==> config.mk <==
export PLATFORM = sky130hd
export DESIGN_NAME = hsem_bank
export DESIGN_NICKNAME = d
export VERILOG_FILES = /design/src/rtl/hsem_pkg.sv /design/src/rtl/hsem_decode.sv /design/src/rtl/hsem_slot.sv /design/src/rtl/hsem_ctrl.sv /design/src/rtl/hsem_bank.sv
export SDC_FILE = /design/constraint.sdc
export NUM_CORES = 1
export LEC_CHECK = 0
export ABC_AREA = 1
export BUFFER_PORTS_ARGS = -buffer_cell sky130_fd_sc_hd__buf_4
export CELL_PAD_IN_SITES_DETAIL_PLACEMENT = 0
export CELL_PAD_IN_SITES_GLOBAL_PLACEMENT = 1
export CORE_ASPECT_RATIO = 2
export CORE_MARGIN = 2
export CORE_UTILIZATION = 47
export CTS_BUF_LIST = sky130_fd_sc_hd__clkbuf_4 sky130_fd_sc_hd__clkbuf_8
export DETAILED_ROUTE_END_ITERATION = 7
export PLACE_DENSITY = 0.95
export SKIP_CTS_REPAIR_TIMING = 1
export SYNTH_ARGS = -nofsm -noshare
export SYNTH_HDL_FRONTEND = slang
export SYNTH_HIERARCHICAL = 1
export SYNTH_SLANG_ARGS = --single-unit
export TNS_END_PERCENT = 10
==> constraint.sdc <==
create_clock -name clk -period 3.8 [get_ports clk]
set_clock_uncertainty 0.1 [all_clocks]
set_input_delay 0 -clock clk [delete_from_list [all_inputs] [get_ports clk]]
set_output_delay 0 -clock clk [all_outputs]
set_load 0.005 [all_outputs]
==> src/rtl/hsem_pkg.sv <==
// Shared constants and types for the hardware semaphore bank.
// Assumes byte addressing with word-aligned registers.
package hsem_pkg;
    localparam int CTRL_OFS = 'h00;
    localparam int SEM_BASE = 'h08;
    localparam int CLR_OFS  = 'h90;
    localparam logic [31:0] CLR_KEY = 32'h0000_FFFF;

    typedef enum logic [1:0] {
        TGT_NONE = 2'd0,
        TGT_CTRL = 2'd1,
        TGT_SEM  = 2'd2,
        TGT_CLR  = 2'd3
    } hsem_tgt_e;
endpackage

==> src/rtl/hsem_decode.sv <==
// Address decoder for one port: maps a byte address to a register target
// and a semaphore index. Assumes the semaphore window ends below CLR_OFS.
module hsem_decode #(
    parameter int ADDR_W   = 8,
    parameter int NUM_SEMS = 32,
    localparam int IDX_W   = $clog2(NUM_SEMS)
) (
    input  logic [ADDR_W-1:0]  addr,
    output hsem_pkg::hsem_tgt_e tgt,
    output logic [IDX_W-1:0]   sem_idx
);
    import hsem_pkg::*;

    // Compare against every register address; misaligned addresses match none.
    always_comb begin
        tgt     = TGT_NONE;
        sem_idx = '0;
        if (addr == ADDR_W'(CTRL_OFS)) begin
            tgt = TGT_CTRL;
        end else if (addr == ADDR_W'(CLR_OFS)) begin
            tgt = TGT_CLR;
        end else begin
            for (int s = 0; s < NUM_SEMS; s++) begin
                if (addr == ADDR_W'(SEM_BASE + 4 * s)) begin
                    tgt     = TGT_SEM;
                    sem_idx = IDX_W'(s);
                end
            end
        end
    end
endmodule

==> src/rtl/hsem_slot.sv <==
// One semaphore: stores the owner ID and arbitrates same-cycle writes.
// Assumes owner ID zero means free. Claims are only seen while free;
// releases are only seen while held.
module hsem_slot #(
    parameter int NUM_PORTS = 2,
    parameter int ID_W      = 4
) (
    input  logic                           clk,
    input  logic                           rst_n,
    input  logic [NUM_PORTS-1:0]           wr_en,
    input  logic [NUM_PORTS-1:0][ID_W-1:0] wnib,
    input  logic [NUM_PORTS-1:0][ID_W-1:0] mid,
    output logic [ID_W-1:0]                owner,
    output logic                           rel_pulse
);
    logic [ID_W-1:0] owner_nxt;
    logic            claimed;

    // Pick the lowest-index claimer when free, or detect an owner release when held.
    always_comb begin
        owner_nxt = owner;
        rel_pulse = 1'b0;
        claimed   = 1'b0;
        if (owner == '0) begin
            for (int p = 0; p < NUM_PORTS; p++) begin
                if (!claimed && wr_en[p] && wnib[p] != '0) begin
                    owner_nxt = wnib[p];
                    claimed   = 1'b1;
                end
            end
        end else begin
            for (int p = 0; p < NUM_PORTS; p++) begin
                if (wr_en[p] && wnib[p] == '0 && mid[p] == owner) begin
                    rel_pulse = 1'b1;
                end
            end
            if (rel_pulse) begin
                owner_nxt = '0;
            end
        end
    end

    // Owner register.
    always_ff @(posedge clk) begin
        if (!rst_n) begin
            owner <= '0;
        end else begin
            owner <= owner_nxt;
        end
    end
endmodule

==> src/rtl/hsem_ctrl.sv <==
// Protocol-select bit and pending release flags with a keyed clear-all.
// Assumes NUM_SEMS is at most DATA_W. A flag set in the same cycle as a
// clear survives the clear.
module hsem_ctrl #(
    parameter int NUM_PORTS = 2,
    parameter int NUM_SEMS  = 32,
    parameter int DATA_W    = 32
) (
    input  logic                             clk,
    input  logic                             rst_n,
    input  logic [NUM_PORTS-1:0]             ctrl_wr,
    input  logic [NUM_PORTS-1:0]             clr_wr,
    input  logic [NUM_PORTS-1:0][DATA_W-1:0] wdata,
    input  logic [NUM_SEMS-1:0]              rel,
    output logic                             proto,
    output logic [NUM_SEMS-1:0]              flags
);
    logic                proto_nxt;
    logic                clr_hit;
    logic [NUM_SEMS-1:0] flags_nxt;

    // Lowest port wins a control write: it is applied last.
    always_comb begin
        proto_nxt = proto;
        for (int p = NUM_PORTS - 1; p >= 0; p--) begin
            if (ctrl_wr[p]) begin
                proto_nxt = wdata[p][0];
            end
        end
    end

    // Any port writing the exact key clears all flags.
    always_comb begin
        clr_hit = 1'b0;
        for (int p = 0; p < NUM_PORTS; p++) begin
            if (clr_wr[p] && wdata[p] == DATA_W'(hsem_pkg::CLR_KEY)) begin
                clr_hit = 1'b1;
            end
        end
        flags_nxt = clr_hit ? '0 : flags;
        if (proto) begin
            flags_nxt = flags_nxt | rel;
        end
    end

    // Control and flag registers.
    always_ff @(posedge clk) begin
        if (!rst_n) begin
            proto <= 1'b0;
            flags <= '0;
        end else begin
            proto <= proto_nxt;
            flags <= flags_nxt;
        end
    end
endmodule

==> src/rtl/hsem_bank.sv <==
// Top of the semaphore bank: per-port decode, one slot per semaphore,
// control/flag block and a registered read path per port.
// Assumes a read sees state from before any write in the same cycle.
module hsem_bank #(
    parameter int NUM_PORTS = 2,
    parameter int NUM_SEMS  = 32,
    parameter int ID_W      = 4,
    parameter int ADDR_W    = 8,
    parameter int DATA_W    = 32
) (
    input  logic                             clk,
    input  logic                             rst_n,
    input  logic [NUM_PORTS-1:0]             bus_req,
    input  logic [NUM_PORTS-1:0]             bus_we,
    input  logic [NUM_PORTS-1:0][ADDR_W-1:0] bus_addr,
    input  logic [NUM_PORTS-1:0][DATA_W-1:0] bus_wdata,
    input  logic [NUM_PORTS-1:0][ID_W-1:0]   bus_mid,
    output logic [NUM_PORTS-1:0]             bus_rvalid,
    output logic [NUM_PORTS-1:0][DATA_W-1:0] bus_rdata
);
    import hsem_pkg::*;

    localparam int IDX_W = $clog2(NUM_SEMS);

    hsem_tgt_e                            port_tgt [NUM_PORTS];
    logic [NUM_PORTS-1:0][IDX_W-1:0]      port_idx;
    logic [NUM_PORTS-1:0][ID_W-1:0]       port_nib;
    logic [NUM_PORTS-1:0]                 ctrl_wr;
    logic [NUM_PORTS-1:0]                 clr_wr;
    logic [NUM_SEMS-1:0][NUM_PORTS-1:0]   sem_wr;
    logic [NUM_SEMS-1:0][ID_W-1:0]        sem_owner;
    logic [NUM_SEMS-1:0]                  sem_rel;
    logic                                 ctrl_proto;
    logic [NUM_SEMS-1:0]                  irq_flags;

    for (genvar p = 0; p < NUM_PORTS; p++) begin : g_port
        hsem_decode #(
            .ADDR_W   (ADDR_W),
            .NUM_SEMS (NUM_SEMS)
        ) u_dec (
            .addr    (bus_addr[p]),
            .tgt     (port_tgt[p]),
            .sem_idx (port_idx[p])
        );

        // Per-port write strobes towards control and clear registers.
        always_comb begin
            port_nib[p] = bus_wdata[p][ID_W-1:0];
            ctrl_wr[p]  = bus_req[p] && bus_we[p] && port_tgt[p] == TGT_CTRL;
            clr_wr[p]   = bus_req[p] && bus_we[p] && port_tgt[p] == TGT_CLR;
        end

        // Registered read data for this port.
        always_ff @(posedge clk) begin
            if (!rst_n) begin
                bus_rvalid[p] <= 1'b0;
                bus_rdata[p]  <= '0;
            end else begin
                bus_rvalid[p] <= bus_req[p] && !bus_we[p];
                bus_rdata[p]  <= '0;
                if (bus_req[p] && !bus_we[p]) begin
                    case (port_tgt[p])
                        TGT_CTRL: bus_rdata[p] <= DATA_W'(ctrl_proto);
                        TGT_SEM:  bus_rdata[p] <= DATA_W'(sem_owner[port_idx[p]]);
                        TGT_CLR:  bus_rdata[p] <= DATA_W'(irq_flags);
                        default:  bus_rdata[p] <= '0;
                    endcase
                end
            end
        end
    end

    for (genvar s = 0; s < NUM_SEMS; s++) begin : g_sem
        // Route each port's semaphore write to this slot.
        always_comb begin
            for (int p = 0; p < NUM_PORTS; p++) begin
                sem_wr[s][p] = bus_req[p] && bus_we[p] && port_tgt[p] == TGT_SEM
                               && port_idx[p] == IDX_W'(s);
            end
        end

        hsem_slot #(
            .NUM_PORTS (NUM_PORTS),
            .ID_W      (ID_W)
        ) u_slot (
            .clk       (clk),
            .rst_n     (rst_n),
            .wr_en     (sem_wr[s]),
            .wnib      (port_nib),
            .mid       (bus_mid),
            .owner     (sem_owner[s]),
            .rel_pulse (sem_rel[s])
        );
    end

    hsem_ctrl #(
        .NUM_PORTS (NUM_PORTS),
        .NUM_SEMS  (NUM_SEMS),
        .DATA_W    (DATA_W)
    ) u_ctrl (
        .clk     (clk),
        .rst_n   (rst_n),
        .ctrl_wr (ctrl_wr),
        .clr_wr  (clr_wr),
        .wdata   (bus_wdata),
        .rel     (sem_rel),
        .proto   (ctrl_proto),
        .flags   (irq_flags)
    );
endmodule

# Word-level counts from Yosys, hierarchy flattened
# Index checks and enable logic that the tools add are counted.
[word_totals]
reg_bits = 227
input_bits = 94
out_inout_bits = 66
word_cells = 1180
[op_classes]
magnitude_cmp = 2
eq_ne = 232
n_mux = 466
bitwise_logic = 1
reduce_logical = 441
[ops]
columns = ["cell", "count"]
rows = [
  ["2-to-1 mux 4 bit", 146],
  ["logical AND 1 bit", 300],
  ["equality test 4 bit", 64],
  ["equality test 8 x 7 -> 1 bit, second input constant", 32],
  ["2-to-1 mux 1 bit", 198],
  ["case mux 32 bit (3 select lines)", 2],
  ["2-to-1 mux 5 bit", 36],
  ["equality test 5 bit, second input constant", 32],
  ["2-to-1 mux 2 bit", 72],
  ["logical NOT 4 bit", 34],
  ["equality test 8 x 6 -> 1 bit, second input constant", 16],
  ["!= test 3 bit, second input constant", 32],
  ["equality test 5 x 4 -> 1 bit, second input constant", 16],
  ["AND reduction 2 bit", 34],
  ["nonzero test 2 bit", 33],
  ["equality test 32 x 16 -> 1 bit, second input constant", 2],
  ["equality test 8 x 5 -> 1 bit, second input constant", 8],
  ["2-to-1 mux 32 bit", 2],
  ["equality test 8 bit, second input constant", 6],
  ["binary-select mux 4 bit (select 5 bit)", 2],
  ["equality test 5 x 3 -> 1 bit, second input constant", 8],
  ["logical NOT 1 bit", 34],
  ["equality test 8 x 4 -> 1 bit, second input constant", 4],
  ["bitwise OR 32 bit", 1],
  ["other kinds (9)", 28],
]

# Logic depth before layout (Yosys ltp)
# Gate-level depths: netlist of run 1.
[logic_depth]
ltp_word = 46
depth_mapped = 22
mapped_depth_nobuf = 21

# Hierarchy
# Netlist of run 1, hierarchy kept.
[by_module_without_submodules]
columns = ["module", "n_inst", "cells_per_inst", "area_each_um2", "seq_area_each_um2"]
rows = [
  ["hsem_slot", 32, 93, 496.7, 80.1],
  ["hsem_bank", 1, 1012, 5123.7, 1321.3],
  ["hsem_ctrl", 1, 205, 1736.7, 660.6],
  ["hsem_decode", 2, 73, 379.1, 0.0],
]

# Least setup slack after synthesis of run 1
# No wires, ideal clock.
[synth_path]
path_kind = "input to register"
startpoint = "in bus_addr[8] (netlist bit)"
endpoint = "reg u_ctrl.flags[6]"
setup_time_ps = 71
arrival_ps = 2406
required_ps = 3629
setup_slack_ps = 1223
cell_stages = 22
path_buffers = 2
cell_sequence = "inv_1 nand2_1 nor2_4 nand2_4 nand2_4 nor2_4 nand2_2 nor2_2 nor2_1 buf_2 nor2_2 buf_2 inv_1 nor3_1 nand2_1 nor2_1 nand3_1 nand2_2 nand2_4 inv_1 nand2_1 a21oi_2"
[synth_lines]
columns = ["element", "line_no", "text"]
rows = [
  ["from (decl)", "hsem_bank.sv:15", "input logic [NUM_PORTS-1:0][ADDR_W-1:0] bus_addr,"],
  ["to (signal assigned)", "hsem_ctrl.sv:53", "flags <= flags_nxt;"],
  ["to (decl)", "hsem_ctrl.sv:16", "output logic [NUM_SEMS-1:0] flags"],
]

==> results by group, run 1 <==
Status
  – Failing checks: negative hold slack
  – Status: finished with violations

Floorplanning
  – Starting Density: 47.23%
  – Ports: 160
  – Die height: 320.3 um
  – Core Area: 0.04978 mm^2
  – Floorplan die area: 0.05194 mm^2
  – Cell Rows: 116
  – Die width: 162.2 um

STA
  – Setup TNS: 0 ps
  – F_max: 361.8 MHz
  – Slew @ Worst Pin: 1084 ps
  – RSZ-0062 raised after global routing: no
  – Hold Fails Final Rpt: 1
  – Setup violators final: 0
  – Hold_ws: -18.06 ps
  – Final Critical Period: 2764 ps
  – Slew margin rel.: 27.72%
  – Fin. max-slew vios: 0
  – Final Cycle Share: 72.73%

Global route
  – Initial antenna violation count: 3
  – Vias in the first global route: 27020
  – Total track usage: 36.73%
  – Total gr overflow: 0
  – Largest net degree at the start of global routing: 94
  – First-pass GRT wire length: 147.7 mm

Drt
  – Drt initial violations: 2089
  – Router iterations before antenna repair: 6
  – Routed Antenna Nets: 0
  – Via count: 28360
  – Vias per cell: 5.402
  – Drt drc: 0
  – WL per Instance: 18.52 um
  – WL final: 97.22 mm

Critical path
  – Worst EP required: 4280 ps
  – CP endpoint kind: flip-flop
  – Worst EP arrival: 3240 ps
  – CP most frequent cell: nand2_1
  – Crit-path max FO: 10
  – Slowest CP cell: nor3_1
  – CP peak stage delay: 640 ps
  – R2r setup slk: 1850 ps
  – R2r endpoint: u_ctrl/proto
  – Delay-heaviest family, CP: simple AND/OR/NAND/NOR gates
  – Crit start category: input port
  – Worst setup startpoint: bus_addr[1]
  – FF-to-FF path depth: 6
  – Crit path cell chain: buf_4, nor2_1, nand2_1, a21oi_1, nor2_1, nand2_2, nor2_2, nor2_4, nand2_1, buf_4, nor3_1, nand2_1, nor2_2, nand3_2, nand2_2, nand2_4, inv_1, nand2_1, a21oi_2
  – Critical path class: in2reg
  – Buf/Inv on CP: 3
  – Worst r2r src: u_ctrl/proto

Cells and area
  – Finished Layout Cells: 5249
  – P&R area growth vs syn: 14.27%
  – Total Nets Final: 4672
  – Share of post-route cells with drive strength above 1: 20.51%
  – Final Util: 53.97%
  – Filler instances: 5399

Clock network
  – Worst-path clk slew: 70 ps
  – Clock buffer depth: 3
  – CTS buffer count: 37
  – Clk_lat worst skew: 640 ps
  – CTS H-tree depth: 2
  – Clock sinks: 227
  – CTS tree: yes
  – Root Buffer: clkbuf_8

Place
  – GP Congestion: 0.9846
  – Final HPWL DP: 68.13 mm
  – DP Cell Count: 5179
  – Buffers on Ports: 159

Yosys
  – Sequential share of the synthesized area: 19.33%
  – Synthesized netlist cell count: 4339
  – Mapped cell area: 0.02351 mm^2
  – Flops & latches, synth: 227
  – Syn Area/Cell: 5.419 um^2
  – Netlist cell types: 30
  – Syn nets: 4433
  – Ys Warns: 6

Power
  – Pwr per Cell Area: 223.0 mW/mm^2
  – Leakage Power: 14.37 nW
  – VDD IR max: 0.2493 mV

Hold path
  – Hold Path Class: in2reg
  – Hold Crit Start: bus_addr[2]
  – WHS Path Cells: 8
  – Hold EP: bus_rdata[0]

Job
  – Max cap viols: 0
==> metrics by stage <==
| step | area, um^2 | setup slack (ps) | hold slack [ps] | power (mW) |
|---|---|---|---|---|
| 2_1_floorplan | 23510 | 1223 | -10.40 | 2.941 |
| 3_3_place_gp | 25970 | 492.2 | 87.59 | 3.455 |
| 3_5_place_dp | 25970 | 506.6 | 91.04 | 3.458 |
| 4_1_cts | 26770 | 1172 | -543.0 | 5.999 |
| 5_1_grt | 26870 | 884.5 | 56.26 | 6.182 |
| 6_report | 26870 | 1036 | -18.06 | 5.992 |
==> metal layers <==
metal | share of wire (%) | track usage [%] | wire, um
met1 | 33 | 36.01 | 32410
met2 | 50 | 66.67 | 48740
met3 | 6.8 | 5.250 | 6636
met4 | 9.7 | 31.62 | 9420
met5 | 0.011 | 0 | 11
==> cell usage in the layout, fill, tap and decap left out, types with 8 or more instances in the layout <==
cell,instances
dlygate4sd3_1,9
dfxtp_1,227
inv_2,142
nand4_4,32
nand2_4,68
a21oi_2,30
nor2_2,139
nand3_2,96
nand2_2,110
nand3_1,360
clkbuf_8,44
buf_4,253
nand4_1,44
inv_1,356
clkinv_1,34
nand2_1,1650
a21oi_1,163
nor2_4,8
nor2_1,693
nor3_1,88
o21ai_0,17
==> how the worst max path moves through the flow <==
stage	slack, ps	cells after the start	endpoint
after floorplan	1220	22	u_ctrl/flags[6]
after CTS	1170	21	u_ctrl/flags[27]
after detailed placement	510	21	u_ctrl/flags[27]
after global routing	880	19	u_ctrl/flags[27]
after global placement	490	19	g_sem[26].u_slot/owner[0]
final	1040	19	u_ctrl/flags[27]
==> final cells by class <==
type                       instances  area [um^2]  share of cell area (%)
multi-input combinational       3515        16650                   61.98
sequential                       227         4544                   16.91
timing repair buffer             265         2049                   7.627
inverter                         532         1997                   7.432
tap                              649        812.0                   3.022
clock buffer                      50        650.6                   2.421
clock inverter                     9        157.7                  0.5867
antenna                            2        5.005                 0.01863
==> worst min-delay path, cell delays in order <==
cell and delay [ps]:
buf_4 80, nor2_1 60, nand3_1 80, nand2_1 120, nand3_1 110, o21ai_0 70
inv_1 50, a21oi_1 50
==> cell families (layout without fill, tap and decap cells) <==
group / Yosys count / count (layout) / synth area share [%]
AO/OA/AOI/OAI: 220 / 220 / 5.204
buffers and inverters: 597 / 856 / 9.913
flip-flops: 227 / 227 / 19.33
multiplexers: 1 / 1 / 0.04257
other: 0 / 2 / 0
AND/OR/NAND/NOR: 3294 / 3294 / 65.51
==> synthesized netlist by cell type <==
library cell / count / area share, %
a21oi_1: 163 / 3.5
nor2_2: 139 / 3.7
a21oi_2: 30 / 1.1
nand2_2: 110 / 2.9
nand2_1: 1650 / 26
dfxtp_1: 227 / 19
o21ai_0: 17 / 0.36
mux2i_1: 1 / 0.043
nor3b_1: 2 / 0.064
buf_6: 6 / 0.29
nand4_1: 44 / 1.2
nor3_2: 3 / 0.13
nand2_4: 68 / 3.3
nand3b_1: 1 / 0.032
nand3_1: 360 / 7.7
o21ai_1: 7 / 0.15
buf_4: 5 / 0.16
buf_1: 4 / 0.064
clkbuf_1: 29 / 0.46
buf_2: 21 / 0.45
inv_1: 357 / 5.7
o211ai_1: 1 / 0.032
nor2_1: 695 / 11
clkinv_1: 34 / 0.54
nand4_4: 32 / 2.9
nand3_2: 96 / 4.1
inv_2: 141 / 2.3
o311ai_0: 2 / 0.075
nor2_4: 6 / 0.29
nor3_1: 88 / 1.9
==> state kept, by name, indices dropped and copies added (netlist names) <==
signal	flops
bus_rdata	64
bus_rvalid	2
g_sem.u_slot/owner	128
u_ctrl/flags	32
u_ctrl/proto	1
==> power breakdown <==
part	internal (mW)	switching (mW)	leakage (nW)	total [mW]
registers	2.38	0.00595	1.83	2.39
clock network	1.38	1.17	0.419	2.55
logic	0.299	0.751	12.1	1.05
total	4.06	1.93	14.4	5.99
No activity file was read; power rests on OpenSTA's default activity.
==> run 2, diff against run 1 <==
- ABC_AREA: 1 -> 0
- PLACE_DENSITY: 0.95 -> 0.92
- clock period: 3.8 -> 2.8 ns (I/O delays scaled with it)
==> run 2 against run 1 <==
Worst hold slack hardly changed. Critical path depth is 8 lower. First-iteration DRC count is 2.0% higher. Power is 28% higher. Critical path type unchanged. Sequential share of layout area is 4.1 points higher. Synthesized cell count is 51% lower. Die area is 25% lower. Non-clock buffer count is 100 higher. The flow still finishes with violations (negative hold slack). Wire length is 30% lower.
==> results by group, run 2 <==
Status
  – Status: finished with violations (unchanged)
  – Failing checks: negative hold slack (unchanged)

Yosys
  – Most common cell in the netlist: xor2_1 (was nand2_1)
  – Ys Warns: 6 (unchanged)
  – Top_reg_cell synth: dfxtp_1 (unchanged)
  – Ys async rst share: 0% (unchanged)
  – Mux share of post-synthesis cell area: 7.752% (was 0.04257%)
  – Synth top area share: 26.00% (was 26.34%)
  – Main combinational cell family by area after synthesis: compound AO/OA/AOI/OAI gates (was simple AND/OR/NAND/NOR gates)
  – Mapped cell area: 0.01748 mm^2 (was 0.02351 mm^2)
  – Synthesized netlist cell count: 2105 (was 4339)
  – Sequential share of the synthesized area: 26.00% (was 19.33%)
  – Number of flops mapped to enable cells by yosys: 0 (unchanged)
  – Post-synthesis adder-cell area fraction: 0% (unchanged)
  – Top cells by area, synth: dfxtp_1, xor2_1, a31o_2 (was nand2_1, dfxtp_1, nor2_1)
  – Netlist cell types: 53 (was 30)
  – Flops & latches, synth: 227 (unchanged)
  – Post-synthesis xor/xnor area fraction: 13.23% (was 0%)
  – Syn Area/Cell: 8.304 um^2 (was 5.419 um^2)
  – Yosys top cell by area: dfxtp_1 (was nand2_1)
  – Post-synth top cells: xor2_1, dfxtp_1, nor4_1, a21oi_1, nand3_1 (was nand2_1, nor2_1, nand3_1, inv_1, dfxtp_1)
  – Compound-cell area share of the yosys netlist: 27.23% (was 5.204%)
  – Syn nets: 2199 (was 4433)
  – Simple-gate share of the synthesized area: 22.73% (was 65.51%)

Hold path
  – Hold Path Class: in2reg (unchanged)
  – Hold Crit Start: bus_wdata[42] (was bus_addr[2])

Power
  – Leakage Power: 8.546 nW (was 14.37 nW)
  – Pwr per Cell Area: 355.6 mW/mm^2 (was 223.0 mW/mm^2)
  – VDD IR max: 0.3585 mV (was 0.2493 mV)

Cells and area
  – Largest registers: g_sem.u_slot/owner x128, bus_rdata x64, u_ctrl/flags x32 (unchanged)
  – Commonest cells after routing, fill and taps aside: buf_4, xor2_1, dfxtp_1 (was nand2_1, nor2_1, nand3_1)
  – Total Nets Final: 2547 (was 4672)
  – Non-Filler Cell Area, Final: 0.02165 mm^2 (was 0.02687 mm^2)
  – Share of post-route cells with drive strength above 1: 24.56% (was 20.51%)
  – Leading cell type in the layout, fill and taps excluded: buf_4 (was nand2_1)
  – P&R area growth vs syn: 23.84% (was 14.27%)
  – Final Util: 58.65% (was 53.97%)
  – Max FFs per register: 128 (unchanged)
  – Top reg by flops: g_sem.u_slot/owner (unchanged)

Critical path
  – Critical path class: in2reg (unchanged)
  – Worst EP required: 3160 ps (was 4280 ps)
  – Worst EP arrival: 3010 ps (was 3240 ps)
  – CP endpoint kind: flip-flop (unchanged)
  – Worst setup startpoint: bus_addr[10] (was bus_addr[1])
  – Crit-path max FO: 22 (was 10)
  – Worst r2r src: g_sem[6].u_slot/owner[0] (was u_ctrl/proto)
  – Crit start category: input port (unchanged)

Drt
  – Router iterations before antenna repair: 6 (unchanged)
  – Via count: 19500 (was 28360)
  – Routed Antenna Nets: 0 (unchanged)
  – Vias per cell: 6.634 (was 5.402)
  – Drt drc: 0 (unchanged)
  – WL final: 67.81 mm (was 97.22 mm)
  – WL per Instance: 23.06 um (was 18.52 um)
  – Drt initial violations: 2130 (was 2089)

Global route
  – Vias in the first global route: 18680 (was 27020)
  – Largest net degree at the start of global routing: 64 (was 94)
  – First-pass GRT wire length: 104.2 mm (was 147.7 mm)
  – Total track usage: 33.51% (was 36.73%)
  – Initial antenna violation count: 1 (was 3)
  – Total gr overflow: 0 (unchanged)

Job
  – Max cap viols: 0 (unchanged)

STA
  – F_max: 377.5 MHz
  – Slew @ Worst Pin: 940.6 ps (was 1084 ps)
  – Hold Fails Final Rpt: 19 (was 1)
  – Setup violators final: 0 (unchanged)
  – Hold_ws: -18.07 ps (was -18.06 ps)
  – Setup TNS: 0 ps (unchanged)
  – Fin. max-slew vios: 0 (unchanged)
  – Final Cycle Share: 94.60%
  – Final Critical Period: 2649 ps
  – Slew margin rel.: 37.06% (was 27.72%)
  – RSZ-0062 raised after global routing: no (unchanged)

Clock network
  – CTS H-tree depth: 2 (unchanged)
  – Worst-path clk slew: 60 ps (was 70 ps)
  – Root Buffer: clkbuf_8 (unchanged)
  – Clk_lat worst skew: 600 ps (was 640 ps)
  – Clock sinks: 227 (unchanged)
  – Clock buffer depth: 3 (unchanged)
  – CTS buffer count: 38 (was 37)
  – CTS tree: yes (unchanged)

Floorplanning
  – Starting Density: 47.36% (was 47.23%)
  – Core Area: 0.03691 mm^2 (was 0.04978 mm^2)
  – Ports: 160 (unchanged)
  – Die height: 276.7 um (was 320.3 um)
  – Cell Rows: 100 (was 116)
  – Floorplan die area: 0.03885 mm^2 (was 0.05194 mm^2)
  – Die width: 140.4 um (was 162.2 um)

Place
  – GP Congestion: 1.046 (was 0.9846)
  – Placed instance area: 0.02061 mm^2 (was 0.02597 mm^2)
  – Buffers on Ports: 159 (unchanged)
  – Final HPWL DP: 46.73 mm (was 68.13 mm)
## run 2: cell count changes after synthesis, sizes merged, moves of 65 or more
cell,previous run,this run
and2,0,92
nand4,76,6
o41ai,0,65
nor2,840,115
a31o,0,128
nor4,0,175
inv,498,69
nor3,91,12
nand2,1828,67
mux2i,1,105
xor2,0,260
nand3,456,141
o21ai,24,131
## run 2: path summary, 6_finish.rpt
path / to / slack (ps) / depth (start not counted)
worst min register to register: u_ctrl/flags[19] / 370 / 2
worst max-delay path: u_ctrl/flags[0] / 150 / 11
worst min-delay path: u_ctrl/flags[25] / -20 / 5
worst max register to register: bus_rdata[32] / 780 / 5
## run 2: where the power goes
group / internal (mW) / total (mW) / switching [mW]
combinational: 0.386 / 1.13 / 0.741
sequential: 3.23 / 3.24 / 0.00588
clock: 1.86 / 3.33 / 1.47
## run 2: area by class of cell
class	count	area [um^2]
fillers	3381	15260
flip-flops and latches	227	4544
repair buffers	365	2990
diodes	1	2.502
clock inverters	8	101.3
inverters	69	259.0
well taps	459	574.3
clock buffers	59	737.0
multi-input cells	1752	12440
## run 2: through the flow
stage | total power, mW | instances | worst slack [ps]
after floorplan | 3.700 | 2105 | 24.80
after CTS | 7.700 | 2919 | 489.3
final | 7.698 | 2940 | 151.1
after global placement | 4.362 | 2852 | -85.54
after detailed placement | 4.377 | 2852 | -113.4
after global routing | 7.924 | 2940 | 58.05
## run 2: kinds of logic after synthesis
family	after synthesis
buffers and inverters	126
AOI/OAI and AO/OA	651
and+or+nand+nor	717
DFF	227
muxes	120
xor gates and xnor gates	264
## run 2: per-layer routing
layer	up-vias	global-route usage [%]	wire, um
li1	8855	-	-
met1	9272	41.29	26000
met2	1078	52.71	30630
met3	299	5.430	5711
met4	0	24.04	5465
met5	-	0	0
## run 2: critical path, cell delays in order
cell and delay, ps:
buf_4 120, dlygate4sd3_1 550, nor4_1 490, nand2_1 160, nor2_1 160, nand4b_1 100
buf_4 180, or4_4 540, nor4_4 360, buf_12 250, o31ai_1 90
